File: src/rtl/spi_cmd_pkg.sv
package spi_cmd_pkg;
   localparam int BYTE_W  = 8;
   localparam int ADDR_W  = 3;
   localparam int TX_MAX  = 5;
   localparam int RX_MAX  = 3;
   localparam int TX_BITS = TX_MAX * BYTE_W;
   localparam int CNT_W   = $clog2((TX_MAX + RX_MAX) * BYTE_W);

   typedef logic [BYTE_W-1:0] byte_t;

   localparam logic [ADDR_W-1:0] OFS_CTRL = 3'd0;
   localparam logic [ADDR_W-1:0] OFS_OP   = 3'd1;
   localparam logic [ADDR_W-1:0] OFS_A2   = 3'd2;
   localparam logic [ADDR_W-1:0] OFS_A3   = 3'd3;
   localparam logic [ADDR_W-1:0] OFS_A4   = 3'd4;
   localparam logic [ADDR_W-1:0] OFS_RX0  = 3'd5;
   localparam logic [ADDR_W-1:0] OFS_RX1  = 3'd6;
   localparam logic [ADDR_W-1:0] OFS_X    = 3'd7;

   localparam logic [3:0] GO_SLOW = 4'h4;
   localparam logic [3:0] GO_FAST = 4'h5;

   // outgoing byte count for a 2-bit length code
   function automatic logic [2:0] tx_len(input logic [1:0] code);
      case (code)
         2'd0:    tx_len = 3'd1;
         2'd1:    tx_len = 3'd2;
         2'd2:    tx_len = 3'd4;
         default: tx_len = 3'd5;
      endcase
   endfunction
endpackage

File: src/rtl/spi_cmd_regs.sv
module spi_cmd_regs
   import spi_cmd_pkg::*;
(
   input  logic              clk,
   input  logic              rst_n,
   input  logic              host_wr,
   input  logic [ADDR_W-1:0] host_addr,
   input  byte_t             host_wdata,
   input  logic              busy,
   input  logic              rx_we,
   input  logic [1:0]        rx_idx,
   input  byte_t             rx_byte,
   output byte_t             host_rdata,
   output byte_t             op,
   output byte_t             a2,
   output byte_t             a3,
   output byte_t             a4,
   output byte_t             xb
);
   logic [RX_MAX*BYTE_W-1:0] bank;

   always_ff @(posedge clk or negedge rst_n) begin
      if (!rst_n) begin
         op <= '0;
         a2 <= '0;
         a3 <= '0;
         a4 <= '0;
      end else if (host_wr) begin
         case (host_addr)
            OFS_OP:  op <= host_wdata;
            OFS_A2:  a2 <= host_wdata;
            OFS_A3:  a3 <= host_wdata;
            OFS_A4:  a4 <= host_wdata;
            default: ;
         endcase
      end
   end

   // receive bank; the top slot doubles as the extra outgoing byte
   for (genvar g = 0; g < RX_MAX; g++) begin : g_rx
      byte_t q;
      if (g == RX_MAX - 1) begin : g_shared
         always_ff @(posedge clk or negedge rst_n) begin
            if (!rst_n)
               q <= '0;
            else if (rx_we && rx_idx == 2'(g))
               q <= rx_byte;
            else if (host_wr && host_addr == OFS_X)
               q <= host_wdata;
         end
      end else begin : g_ro
         always_ff @(posedge clk or negedge rst_n) begin
            if (!rst_n)
               q <= '0;
            else if (rx_we && rx_idx == 2'(g))
               q <= rx_byte;
         end
      end
      assign bank[g*BYTE_W +: BYTE_W] = q;
   end

   assign xb = bank[(RX_MAX-1)*BYTE_W +: BYTE_W];

   always_comb begin
      case (host_addr)
         OFS_CTRL: host_rdata = {busy, 7'd0};
         OFS_OP:   host_rdata = op;
         OFS_A2:   host_rdata = a2;
         OFS_A3:   host_rdata = a3;
         OFS_A4:   host_rdata = a4;
         OFS_RX0:  host_rdata = bank[0 +: BYTE_W];
         OFS_RX1:  host_rdata = bank[BYTE_W +: BYTE_W];
         default:  host_rdata = xb;
      endcase
   end
endmodule

File: src/rtl/spi_cmd_tick.sv
module spi_cmd_tick #(
   parameter int HALF_FAST = 4,
   parameter int HALF_SLOW = 8
) (
   input  logic clk,
   input  logic rst_n,
   input  logic run,
   input  logic fast,
   output logic tick
);
   localparam int CW = $clog2(HALF_SLOW + 1);

   logic [CW-1:0] cnt;
   logic [CW-1:0] lim;

   if (HALF_FAST == HALF_SLOW) begin : g_one_rate
      assign lim = CW'(HALF_FAST - 1);
   end else begin : g_two_rate
      assign lim = fast ? CW'(HALF_FAST - 1) : CW'(HALF_SLOW - 1);
   end

   assign tick = run && (cnt == lim);

   always_ff @(posedge clk or negedge rst_n) begin
      if (!rst_n)
         cnt <= '0;
      else if (!run || tick)
         cnt <= '0;
      else
         cnt <= cnt + 1'b1;
   end
endmodule

File: src/rtl/spi_cmd_shift.sv
module spi_cmd_shift
   import spi_cmd_pkg::*;
(
   input  logic               clk,
   input  logic               rst_n,
   input  logic               start,
   input  logic               fast_in,
   input  logic [2:0]         nwr,
   input  logic [1:0]         nrd,
   input  logic [TX_BITS-1:0] tx_bits,
   input  logic               tick,
   input  logic               miso,
   output logic               busy,
   output logic               fast,
   output logic               sck,
   output logic               cs_n,
   output logic               mosi,
   output logic               rx_we,
   output logic [1:0]         rx_idx,
   output byte_t              rx_byte
);
   logic [TX_BITS-1:0] sr;
   logic [CNT_W-1:0]   bitcnt;
   logic [CNT_W-1:0]   last;
   logic [CNT_W-1:0]   wrbits;
   byte_t              rxsh;
   logic [3:0]         nbytes;
   logic               rise;
   logic               fall;
   logic               in_rd;

   assign nbytes = {1'b0, nwr} + {2'b00, nrd};
   assign rise   = busy && tick && !sck;
   assign fall   = busy && tick && sck;
   assign in_rd  = bitcnt >= wrbits;
   assign mosi   = sr[TX_BITS-1];
   assign cs_n   = !busy;

   always_ff @(posedge clk or negedge rst_n) begin
      if (!rst_n) begin
         busy    <= 1'b0;
         fast    <= 1'b0;
         sck     <= 1'b0;
         sr      <= '0;
         bitcnt  <= '0;
         last    <= '0;
         wrbits  <= '0;
         rxsh    <= '0;
         rx_we   <= 1'b0;
         rx_idx  <= '0;
         rx_byte <= '0;
      end else begin
         rx_we <= 1'b0;
         if (start && !busy) begin
            busy   <= 1'b1;
            fast   <= fast_in;
            sck    <= 1'b0;
            sr     <= tx_bits;
            bitcnt <= '0;
            last   <= CNT_W'({nbytes, 3'b000} - 7'd1);
            wrbits <= CNT_W'({nwr, 3'b000});
         end else if (rise) begin
            sck <= 1'b1;
            if (in_rd) begin
               rxsh <= {rxsh[BYTE_W-2:0], miso};
               if (bitcnt[2:0] == 3'd7) begin
                  rx_we   <= 1'b1;
                  rx_byte <= {rxsh[BYTE_W-2:0], miso};
                  rx_idx  <= 2'(bitcnt[CNT_W-1:3] - wrbits[CNT_W-1:3]);
               end
            end
         end else if (fall) begin
            sck <= 1'b0;
            if (bitcnt == last) begin
               busy <= 1'b0;
            end else begin
               bitcnt <= bitcnt + 1'b1;
               sr     <= {sr[TX_BITS-2:0], 1'b0};
            end
         end
      end
   end
endmodule

File: src/rtl/spi_cmd_engine.sv
module spi_cmd_engine
   import spi_cmd_pkg::*;
#(
   parameter int HALF_FAST = 4,
   parameter int HALF_SLOW = 8
) (
   input  logic       clk,
   input  logic       rst_n,
   input  logic       host_wr,
   input  logic [2:0] host_addr,
   input  logic [7:0] host_wdata,
   output logic [7:0] host_rdata,
   output logic       spi_sck,
   output logic       spi_cs_n,
   output logic       spi_mosi,
   input  logic       spi_miso
);
   if (HALF_FAST < 1) begin : g_bad_fast
      $error("HALF_FAST must be at least 1");
   end
   if (HALF_SLOW < HALF_FAST) begin : g_bad_slow
      $error("HALF_SLOW must not be below HALF_FAST");
   end

   byte_t              op, a2, a3, a4, xb;
   logic               busy, fast, tick, go;
   logic               rx_we;
   logic [1:0]         rx_idx;
   byte_t              rx_byte;
   logic [TX_BITS-1:0] tx_bits;
   logic [3:0]         code;

   assign code = host_wdata[7:4];
   assign go   = host_wr && (host_addr == OFS_CTRL) && !busy &&
                 (code == GO_SLOW || code == GO_FAST);

   // outgoing stream, left-justified, in wire order
   always_comb begin
      case (host_wdata[1:0])
         2'd0:    tx_bits = {op, 32'd0};
         2'd1:    tx_bits = {op, xb, 24'd0};
         2'd2:    tx_bits = {op, a4, a3, a2, 8'd0};
         default: tx_bits = {op, a4, a3, a2, xb};
      endcase
   end

   spi_cmd_regs u_regs (
      .clk(clk), .rst_n(rst_n),
      .host_wr(host_wr), .host_addr(host_addr), .host_wdata(host_wdata),
      .busy(busy), .rx_we(rx_we), .rx_idx(rx_idx), .rx_byte(rx_byte),
      .host_rdata(host_rdata),
      .op(op), .a2(a2), .a3(a3), .a4(a4), .xb(xb)
   );

   spi_cmd_tick #(.HALF_FAST(HALF_FAST), .HALF_SLOW(HALF_SLOW)) u_tick (
      .clk(clk), .rst_n(rst_n), .run(busy), .fast(fast), .tick(tick)
   );

   spi_cmd_shift u_shift (
      .clk(clk), .rst_n(rst_n),
      .start(go), .fast_in(code == GO_FAST),
      .nwr(tx_len(host_wdata[1:0])), .nrd(host_wdata[3:2]),
      .tx_bits(tx_bits), .tick(tick), .miso(spi_miso),
      .busy(busy), .fast(fast), .sck(spi_sck), .cs_n(spi_cs_n),
      .mosi(spi_mosi), .rx_we(rx_we), .rx_idx(rx_idx), .rx_byte(rx_byte)
   );
endmodule

File: config.mk
export PLATFORM = sky130hd
export DESIGN_NAME = spi_cmd_engine
export DESIGN_NICKNAME = d
export VERILOG_FILES = /design/src/rtl/spi_cmd_pkg.sv /design/src/rtl/spi_cmd_regs.sv /design/src/rtl/spi_cmd_tick.sv /design/src/rtl/spi_cmd_shift.sv /design/src/rtl/spi_cmd_engine.sv
export SDC_FILE = /design/constraint.sdc
export NUM_CORES = 1
export LEC_CHECK = 0
export CELL_PAD_IN_SITES_DETAIL_PLACEMENT = 1
export CELL_PAD_IN_SITES_GLOBAL_PLACEMENT = 2
export CORE_MARGIN = 2
export CORE_UTILIZATION = 41
export DETAILED_ROUTE_END_ITERATION = 6
export PLACE_DENSITY_LB_ADDON = 0.12
export SLEW_MARGIN = 20
export SYNTH_ARGS = -nofsm -noshare
export SYNTH_HDL_FRONTEND = slang
export SYNTH_SLANG_ARGS = --single-unit
export TNS_END_PERCENT = 100
File: constraint.sdc
create_clock -name clk -period 2.57 [get_ports clk]
set_clock_uncertainty 0.2 [all_clocks]
set_input_delay 0.514 -clock clk [delete_from_list [all_inputs] [get_ports clk]]
set_output_delay 0.514 -clock clk [all_outputs]
set_load 0.01 [all_outputs]
# Word-level counts from Yosys, hierarchy flattened
# Index checks and enable logic that the tools add are counted.
word_totals:
  regBits: 136
  inputBits: 15
  output_inout_bits: 11
  elab_cells: 101
classes:
  addsub: 5
  magnitude_cmp: 1
  n_eq_ne: 18
  n_mux: 26
  bitwise: 1
  reduce_logical: 31
ops:
  columns: ["operator", "count"]
  rows:
  - ["$mux W40", 4]
  - ["$pmux W32 S3", 1]
  - ["$pmux W8 S7", 1]
  - ["$mux W6", 4]
  - ["$mux W8", 2]
  - ["$eq A3 B3 Y1 const B", 5]
  - ["$logic_and A1 B1 Y1", 12]
  - ["$mux W1", 11]
  - ["$pmux W3 S3", 1]
  - ["$reduce_and A3 Y1", 3]
  - ["$eq A4 B3 Y1 const B", 2]
  - ["$reduce_and A2 Y1", 4]
  - ["$add A6 B1 Y6 const B", 1]
  - ["$eq A3 B2 Y1 const B", 2]
  - ["$eq A6 B6 Y1", 1]
  - ["$ge A6 B6 Y1", 1]
  - ["$reduce_bool A2 Y1", 3]
  - ["$sub A6 B1 Y6 const B", 1]
  - ["$add A4 B1 Y4 const B", 1]
  - ["$eq A2 B1 Y1 const B", 2]
  - ["$eq A2 B2 Y1 const B", 2]
  - ["$eq A4 B4 Y1", 1]
  - ["$logic_not A2 Y1", 2]
  - ["$mux W4", 1]
  - ["other kinds (12)", 14]

# Longest topological paths before layout
# Gate-level depths: netlist (run 1).
logic_depth:
  word_depth: 8
  ltp_mapped: 9

# By module
# A second synthesis (run 1) with hierarchy kept.
unflattened:
  cells_unflattened: 543
  area_unflattened_um2: 6732.7
by_module_without_submodules:
  columns: ["mod", "n_inst", "cells_per_inst", "area_each_um2"]
  rows:
  - ["spi_cmd_shift", 1, 279, 3454.6]
  - ["spi_cmd_regs", 1, 199, 2736.4]
  - ["spi_cmd_engine", 1, 48, 356.6]
  - ["spi_cmd_tick", 1, 17, 185.2]

# Worst setup path after synthesis (run 1)
# No wires, ideal clock.
synth_path:
  path_type: "in2out"
  startpoint: "in host_addr[1]"
  endpoint: "out host_rdata[7]"
  t_arrival_ns: 1.728
  t_required_ns: 1.856
  setup_slack_ns: 0.128
  cell_stages: 6
  path_buffers: 3
  path_cell_list: "buf_2 > buf_1 > buf_1 > o2bb2ai_1 > o21ai_0 > a21oi_1"
synth_via:
  elab_chain_cells: 2
  word_cells_on_any_way: 8
synth_rtl:
  columns: ["item", "line_no", "source"]
  rows:
  - ["start: declaration", "spi_cmd_engine.sv:10", "input logic [2:0] host_addr,"]
  - ["$eq A3 B3 Y1, or another cell as far along", "spi_cmd_regs.sv:65", "case (host_addr)"]
  - ["$pmux W8 S7 *", "spi_cmd_regs.sv:65", null]
  - ["end: declaration", "spi_cmd_engine.sv:12", "output logic [7:0] host_rdata,"]
# Every way passes the cells marked *; elsewhere a longest branch is shown, timed or not.

# Worst setup path in the final report (run 1)
layout_path:
  startpoint: "in host_addr[1]"
  endpoint: "out host_rdata[1]"
# Same word-level chain as after synthesis.

==> results of run 1 <==
layout make-up:
class	count	area, sq um	share of cell area, %
clock buffers	23	478.0	5.845
well taps	211	264.0	3.229
inverters	18	67.56	0.8263
clock inverters	9	76.32	0.9334
repair buffers	108	934.6	11.43
flip-flops and latches	134	3356	41.04
multi-input cells	390	3000	36.69
cell families after synthesis:
kind of cell               Yosys count
buffers and inverters               48
AOI/OAI and AO/OA                  110
and+or+nand+nor                    147
muxes                              109
xor gates and xnor gates            10
DFF                                134
adders and majority gates           14
Yosys cell counts, types with 2 or more instances:
master | n | area share (%)
sky130_fd_sc_hd__nand2b_1 | 7 | 0.67
sky130_fd_sc_hd__nand3_1 | 10 | 0.77
sky130_fd_sc_hd__buf_2 | 9 | 0.69
sky130_fd_sc_hd__xor2_1 | 2 | 0.27
sky130_fd_sc_hd__and3_1 | 3 | 0.29
sky130_fd_sc_hd__ha_1 | 13 | 2.5
sky130_fd_sc_hd__mux2_4 | 6 | 1.4
sky130_fd_sc_hd__mux2_2 | 71 | 12
sky130_fd_sc_hd__mux2i_1 | 30 | 4.6
sky130_fd_sc_hd__nand3b_1 | 4 | 0.46
sky130_fd_sc_hd__a22o_1 | 2 | 0.27
sky130_fd_sc_hd__inv_1 | 18 | 1.0
sky130_fd_sc_hd__nor2_1 | 42 | 2.4
sky130_fd_sc_hd__buf_6 | 3 | 0.52
sky130_fd_sc_hd__a22oi_1 | 12 | 1.4
sky130_fd_sc_hd__clkbuf_1 | 14 | 0.81
sky130_fd_sc_hd__buf_1 | 3 | 0.17
sky130_fd_sc_hd__a21oi_1 | 20 | 1.5
sky130_fd_sc_hd__nor3b_2 | 2 | 0.39
sky130_fd_sc_hd__o2bb2ai_1 | 13 | 1.8
sky130_fd_sc_hd__nand2_1 | 59 | 3.4
sky130_fd_sc_hd__nor2b_1 | 7 | 0.67
sky130_fd_sc_hd__xnor2_1 | 8 | 1.1
sky130_fd_sc_hd__dfrtp_1 | 134 | 52
sky130_fd_sc_hd__a221oi_1 | 9 | 1.2
sky130_fd_sc_hd__mux4_2 | 2 | 0.69
sky130_fd_sc_hd__o21ai_0 | 39 | 3.0
sky130_fd_sc_hd__nor3_1 | 2 | 0.15
sky130_fd_sc_hd__o21ai_1 | 5 | 0.39
metal layers:
metal  vias to the layer above  global-route usage, %  share of wire [%]
met3                        14                  5.289                3.5
met1                      2406                  30.58                 46
li1                       2225                      -                  -
met4                         0                  6.072                1.2
met5                         -                      0                  0
met2                        58                  38.31                 49
worst max-delay path, delay by kind of cell:
| kind | cells | cell delay [ns] |
|---|---|---|
| buffers and inverters | 4 | 0.57 |
| AOI/OAI and AO/OA | 4 | 0.64 |
| and+or+nand+nor | 1 | 0.07 |
per-stage QoR:
stage	hold WS, ns	setup WS (ns)	TNS [ns]	instances
6_report	0.2748	0.04684	0	893
5_1_grt	0.3090	0.002937	0	893
3_5_place_dp	0.2675	-0.8208	-16.84	849
2_1_floorplan	0.01841	0.1281	0	572
3_3_place_gp	0.2447	-0.7549	-14.09	849
4_1_cts	0.2747	-0.01449	-0.02107	891
registers in the layout, indices dropped and copies added, names as in the netlist, 7 cells and up:
signal and count:
u_shift.sr 40, u_regs.g_rx.q 16, u_regs.a2 8, u_regs.xb 8
u_regs.a3 8, u_regs.a4 8, u_shift.rxsh 7, u_shift.rx_byte 8
u_regs.op 8
worst paths after layout:
| path | startpoint | end | slack, ns | cells past startpoint |
|---|---|---|---|---|
| worst min-delay path | u_tick.cnt[0] | u_tick.cnt[0] | 0.27 | 1 |
| worst min register to register | u_tick.cnt[0] | u_tick.cnt[0] | 0.27 | 1 |
| min in group asynchronous | rst_n | u_tick.cnt[1] | 0.41 | 2 |
| worst max register to register | u_shift.busy | u_shift.sr[26] | 0.15 | 7 |
| max in group asynchronous | rst_n | u_regs.op[4] | 1.07 | 3 |
| worst max-delay path | host_addr[1] | host_rdata[1] | 0.05 | 9 |
where the power goes:
group          leakage [nW]  switching, W  total (W)  internal, W
Combinational          1.85      0.000522    0.00109     0.000567
Sequential             1.67      0.000323    0.00275      0.00242
Clock                 0.276      0.000896    0.00229      0.00140
Total                  3.79       0.00174    0.00613      0.00439
repair_timing:
action,4_1_cts,5_1_grt
resized for setup,50,19
hold buffers,1,0
setup buffers,8,2
pin swaps,3,2
cloned,1,0
setup endpoints to repair,11,20
hold endpoints to repair,49,0
==> results.txt, run 1 <==
Row generation in the floorplan step produced 45 rows. IR analysis of the VDD net gives a maximum drop of 0.0004826 V. Max-cap violations in this run came to 0. For this run, the detailed router's first-pass iteration total came to 4. Dividing the detail-routed wire length by the instance count gives 20.09 microns. Sequential cells were found to cover 51.67% of the synthesized design area. The dominant combinational cell family by area after synthesis is multiplexers.

The max-slew violation count was 0. Using the TritonRoute via totals, the vias-per-cell ratio works out to 5.267. The horizontal die dimension was 129.8 microns; the total routed wirelength was 17,940 microns. After detailed routing, the number of remaining DRC violations is 0. The post-route netlist has 34.02% of its cells at a drive strength greater than 1.

The flow ran to the end, and the final reports show no timing, DRC or antenna violations. Summed over all cells, the static leakage comes to 3.790 nW. The logs give 0.8814 for the final weighted congestion of routability-driven global placement and 23.04% for the overall fraction of global-route tracks in use.

The fraction of registers with async set/reset works out to 100.0%. By startpoint and endpoint, the worst setup path is classified as in -> out. The logs give 28,670 microns for the first-pass GRT wire length and 26 for the number of ports placed on the die boundary. Type of the most critical hold path: reg -> reg. Compared with the post-synthesis result, the final layout area differs by 25.99%. Setup repair after global routing left no endpoint under its margin. Walking the worst path, the cells encountered are buf_4 > buf_6 > buf_4 > o21ai_0 > nand2_1 > a22o_1 > a221oi_2 > a21oi_2 > buf_2. The startpoint type of the worst setup path was an input port. The worst path uses 98.18% of the clock period. The most frequent cell on the critical path was sky130_fd_sc_hd__buf_4. The logs give 0.3963 GHz for the maximum clock rate and 53 for the largest net degree at the start of global routing. For this run the aggregate overflow at the end of global routing stands at 0.

The post-synthesis compound-gate area fraction was 10.91%; the net count reported at finish was 698. The floorplan die area was 0.01685 sq mm; the time the final worst path needs with I/O delays and setup was 2.523 ns. The run gives 0 as the hold violation count in the final report.

The count of state elements after synthesis is 134, and the gate count after technology mapping is 572. TritonCTS built the clock tree. In this design, the stage delay of the slowest critical-path cell is 0.21 ns.

The synthesized netlist devotes 2.815% of its cell area to adder and majority cells. The number of buffers added by the clock tree synthesis step came out at 17. Total power for the finished layout comes to 0.006128 W.

The synthesized design contains 0 enable-type register cells. Leaving out fill and tap cells, the most frequent cell in the layout is sky130_fd_sc_hd__dfrtp_1. The sort of element at the end of the critical path was a primary output. In this run the worst path has a maximum fanout of 6. The post-place instance area is 0.007443 sq mm, and the total setup violations reported at the end of the flow is 0. The number of nets handed over by synthesis was 601. In the layout the commonest cells are sky130_fd_sc_hd__dfrtp_1 (132), sky130_fd_sc_hd__buf_4 (77), sky130_fd_sc_hd__mux2_2 (71). Measured against the total synthesized area, the mux share comes to 19.03%. The synthesized netlist devotes 10.68% of its cell area to simple gates. The first routing iteration left 188 violations.

The utilization of the core after routing is 53.39%. The final design area excluding fillers was 0.008177 sq mm; the floorplan core area was 0.01531 sq mm. For the pin with the worst max-slew slack, the measured transition is 0.6575 ns. The synthesized netlist contains 52 unique library cells. Clock tree synthesis found a total of 134 sinks.

The run gives 1.86 ns as the required time of the critical path. The detail route stage leaves a number of antenna-violating nets equal to 0. Headroom to the max-slew limit came out at 56.08%. The tools report the number of global-route vias before repair as 5,007. The tools report the arrival time of the worst setup path as 1.81 ns. Clock latency on the worst-skew pair, taken at its later pin, is 0.42 ns.

During placement, the flow inserted port buffers numbering 25. The count of synthesis-stage warnings from yosys came out at 0. Most instantiated flip-flop cell in the synthesis netlist: sky130_fd_sc_hd__dfrtp_1. The vertical extent of the die works out to 129.8 microns.

The number of antenna diodes in the final layout is 0. CTS placed an instance of sky130_fd_sc_hd__clkbuf_16 at the clock tree root. Maximum buffer depth of the clock tree: 2. The slowest stage of the critical path belongs to the cell sky130_fd_sc_hd__a22o_1. The tools report the initial antenna violation count as 0. The per-instance average area after synthesis works out to 11.35 sq um.

Fill cells in the final layout number 1,665. After clock tree synthesis, the clock-pin slew on the worst setup and hold paths is 0.06 ns. The clock tree synthesis step divided the H-tree into 4 levels. The effective utilization at floorplan came out at 42.38%. For the post-synth design cell area, the log shows 0.006490 sq mm. The XOR/XNOR share of the synthesized area was 1.350%; the detailed placement HPWL was 13,570 microns. The run gives 4,703 as the count of vias placed by the detailed router. For this design the ratio of total power to cell area is 749.4 mW/mm^2.
(Power assumes the default switching activity.)
==> run 2, diff against run 1 <==
CORE_UTILIZATION = 43   (was 41)
DONT_BUFFER_PORTS = 1   (was not set)
==> run 2 against run 1 <==
Worst setup slack gained 0.050 ns. First-iteration DRC count up 82%. Largest power group unchanged. Non-clock buffer count down 88. Clock-buffer cell count is 5 lower. Combinational power is 27% lower. Flip-flop and latch count did not move. The flow now finishes with violations (hold timing). Critical path type is now reg -> out.
==> results.txt, run 2 (same netlist as run 1, synthesis figures left out) <==
The congestion estimate from routability-driven global placement came to 0.7961. The family with the most delay on the worst path was compound AO/OA/AOI/OAI gates. The critical path buffer and inverter count came out at 0. Worst hold slack: -0.4142 ns.

The critical-path cell with the highest stage delay was sky130_fd_sc_hd__dfrtp_1. The worst-case IR drop observed on VDD is 0.0006342 V. The logs give 49.91% for the headroom to the max-slew limit and 0.01609 sq mm for the floorplan die area.

Clock tree synthesis selected as its root buffer the cell sky130_fd_sc_hd__clkbuf_16. The smallest clock period supported by the final layout is computed as 2.473 ns. The tools report the number of max-cap violations as 0. Using the TritonRoute via totals, the vias-per-cell ratio works out to 5.698. Traced cell by cell, the critical path runs through mux2_2 > a21oi_1 > o21ai_0 > a221o_1. For this design the static power due to leakage is 3.334 nW. Cells with a size suffix above 1 make up 24.07% of the layout. Clock-pin slew was measured on the worst setup and hold paths at 0.06 ns.

Setup total negative slack on the finished layout was measured at 0 ns. The number of cells on the worst reg-to-reg path is 5. In this run the worst hold path is classified as in -> async. Along the worst path, the maximum fanout reaches 3. Clock latency on the worst-skew pair, taken at its later pin, is 0.42 ns. The H-tree generated during clock tree synthesis spans 4 levels. Once detail routing completed, the nets flagged for antenna violations numbered 0. The first global-routing pass estimated 28,750 microns of wire.

The instance count on the critical path is 4. The first detailed-routing pass ran for 4 iterations. The vertical extent of the die was 126.9 microns.

At the pin with the least slew margin, the transition time is 0.7480 ns. The count of cells in the finished layout, fillers not included, comes to 778. The core region is 0.01464 sq mm. The overall fraction of global-route tracks in use was 23.66%; the count of unresolved DRC violations after routing was 0. The setup check on the worst reg-to-reg path leaves a slack of 0.20 ns. For this block, the via count after detailed routing is 4,433.

In this design, the stage delay of the slowest critical-path cell is 0.42 ns. The run gives 44.32% as the effective utilization at floorplan. The most common cell after layout, fill and taps aside is sky130_fd_sc_hd__dfrtp_1. Port buffering added 0 buffers. Clock tree synthesis found a total of 134 sinks.

The flow ran to the end, but the final reports show violations. For this block, the initial DRC count from the detailed router was 342. For the worst setup path, the data required time is 1.86 ns. For the net count reported at finish, the log shows 610.

In this run the critical register-to-register path is captured at u_shift.rx_byte[4]. More flip-flops sit in one register than any other, and that register is u_shift.sr. Entering global routing, the biggest net connects 135 pins. The hold buffer count at cts was 1. In the final layout, the registers with the most flip-flops are u_shift.sr (40), u_regs.g_rx.q (16). Data on the critical path arrives at its endpoint at 1.76 ns. TritonCTS built the clock tree.

The horizontal die dimension was 126.9 microns; the number of placed instances with taps included was 745. The top cell types in the final layout, fill and taps aside, are sky130_fd_sc_hd__dfrtp_1 (134), sky130_fd_sc_hd__mux2_2 (71), sky130_fd_sc_hd__nand2_1 (59). The register with the most flip-flops in the layout has 40 of them. During I/O placement, the number of pins put on the boundary was 26.

The final cycle utilization of the critical path was 96.21%; the initial antenna violation count was 0. The per-cell routed wire length is 22.74 microns. The final reports fail on hold timing. The startpoint type of the worst setup path is a flop. In this run the power density over the cells is 836.3 mW/mm^2. Setup violations remaining at the end of the flow were counted as 0. Setup repair after global routing left no endpoint under its margin. For the maximum buffer depth of the clock tree, the log shows 2. The critical register-to-register path startpoint was u_tick.cnt[0]. The number of global-route vias before repair came out at 4,771. The max-slew violation count is 0, and the leftover overflow at the end of global routing is 0.

The area growth from synthesis to final layout came out at 13.86%. The critical path is of the reg -> out type. In this run the core area contains 44 standard-cell rows. For this run, the top clock speed supported by timing is 0.4044 GHz.

In this run, CTS created clock tree buffers numbering 17. The total routed wirelength came out at 17,690 microns. Sort of element at the end of the critical path: a primary output. Diode insertion count for antenna repair: 0. The hold violation count in the final report is 134. Detailed placement finished with a half-perimeter wire length of 12,390 microns.

The number of setup buffers added after CTS is 0.
[run 2: how the worst max path moves through the flow]
stage,start,endpoint
after floorplan,host_addr[1],host_rdata[7]
after CTS,u_regs.a3[1],host_rdata[1]
after global placement,host_wdata[0],u_shift.last[5]
after detailed placement,host_wdata[0],u_shift.last[5]
after global routing,u_regs.a4[6],host_rdata[6]
final,u_regs.a4[6],host_rdata[6]
[run 2: per-layer routing]
metal	track usage, %	vias up	share of wire [%]
li1	-	2053	-
met1	34.46	2302	49
met2	36.84	65	46
met3	4.218	13	3.3
met4	6.012	0	1.0
met5	0	-	0
[run 2: per-stage QoR]
| stage | power [W] | setup slack [ns] | utilization, % | instance area (sq um) | hold WS [ns] |
|---|---|---|---|---|---|
| finish | 0.006180 | 0.09730 | 50.46 | 7390 | -0.4142 |
| global route | 0.006468 | 0.01418 | 50.46 | 7390 | -0.4368 |
| CTS | 0.006228 | 0.02913 | 50.39 | 7380 | -0.4301 |
| detailed placement | 0.003575 | 0.1045 | 45.96 | 6730 | 0.02154 |
| global placement | 0.003541 | 0.1220 | 45.96 | 6730 | 0.02182 |
| floorplan | 0.003248 | 0.1281 | - | 6490 | 0.01841 |
[run 2: report_power, final]
| group | switching [W] | internal, W | total [W] |
|---|---|---|---|
| combinational | 0.000396 | 0.000403 | 0.000799 |
| sequential | 0.000330 | 0.00242 | 0.00275 |
| clock | 0.000972 | 0.00166 | 0.00263 |
[run 2: timing repair]
item | in CTS | in global routing
endpoints found under the setup margin | 0 | 1
hold endpoints to repair | 135 | 134
gates resized for setup | 0 | 2
[run 2: layout make-up]
| class | count | area, sq um |
|---|---|---|
| clock inverter | 14 | 200.2 |
| timing repair buffer | 20 | 177.7 |
| tap | 184 | 230.2 |
| multi-input combinational | 390 | 2922 |
| fill | 1543 | 7254 |
| sequential | 134 | 3353 |
| clock buffer | 18 | 439.2 |
| inverter | 18 | 67.56 |
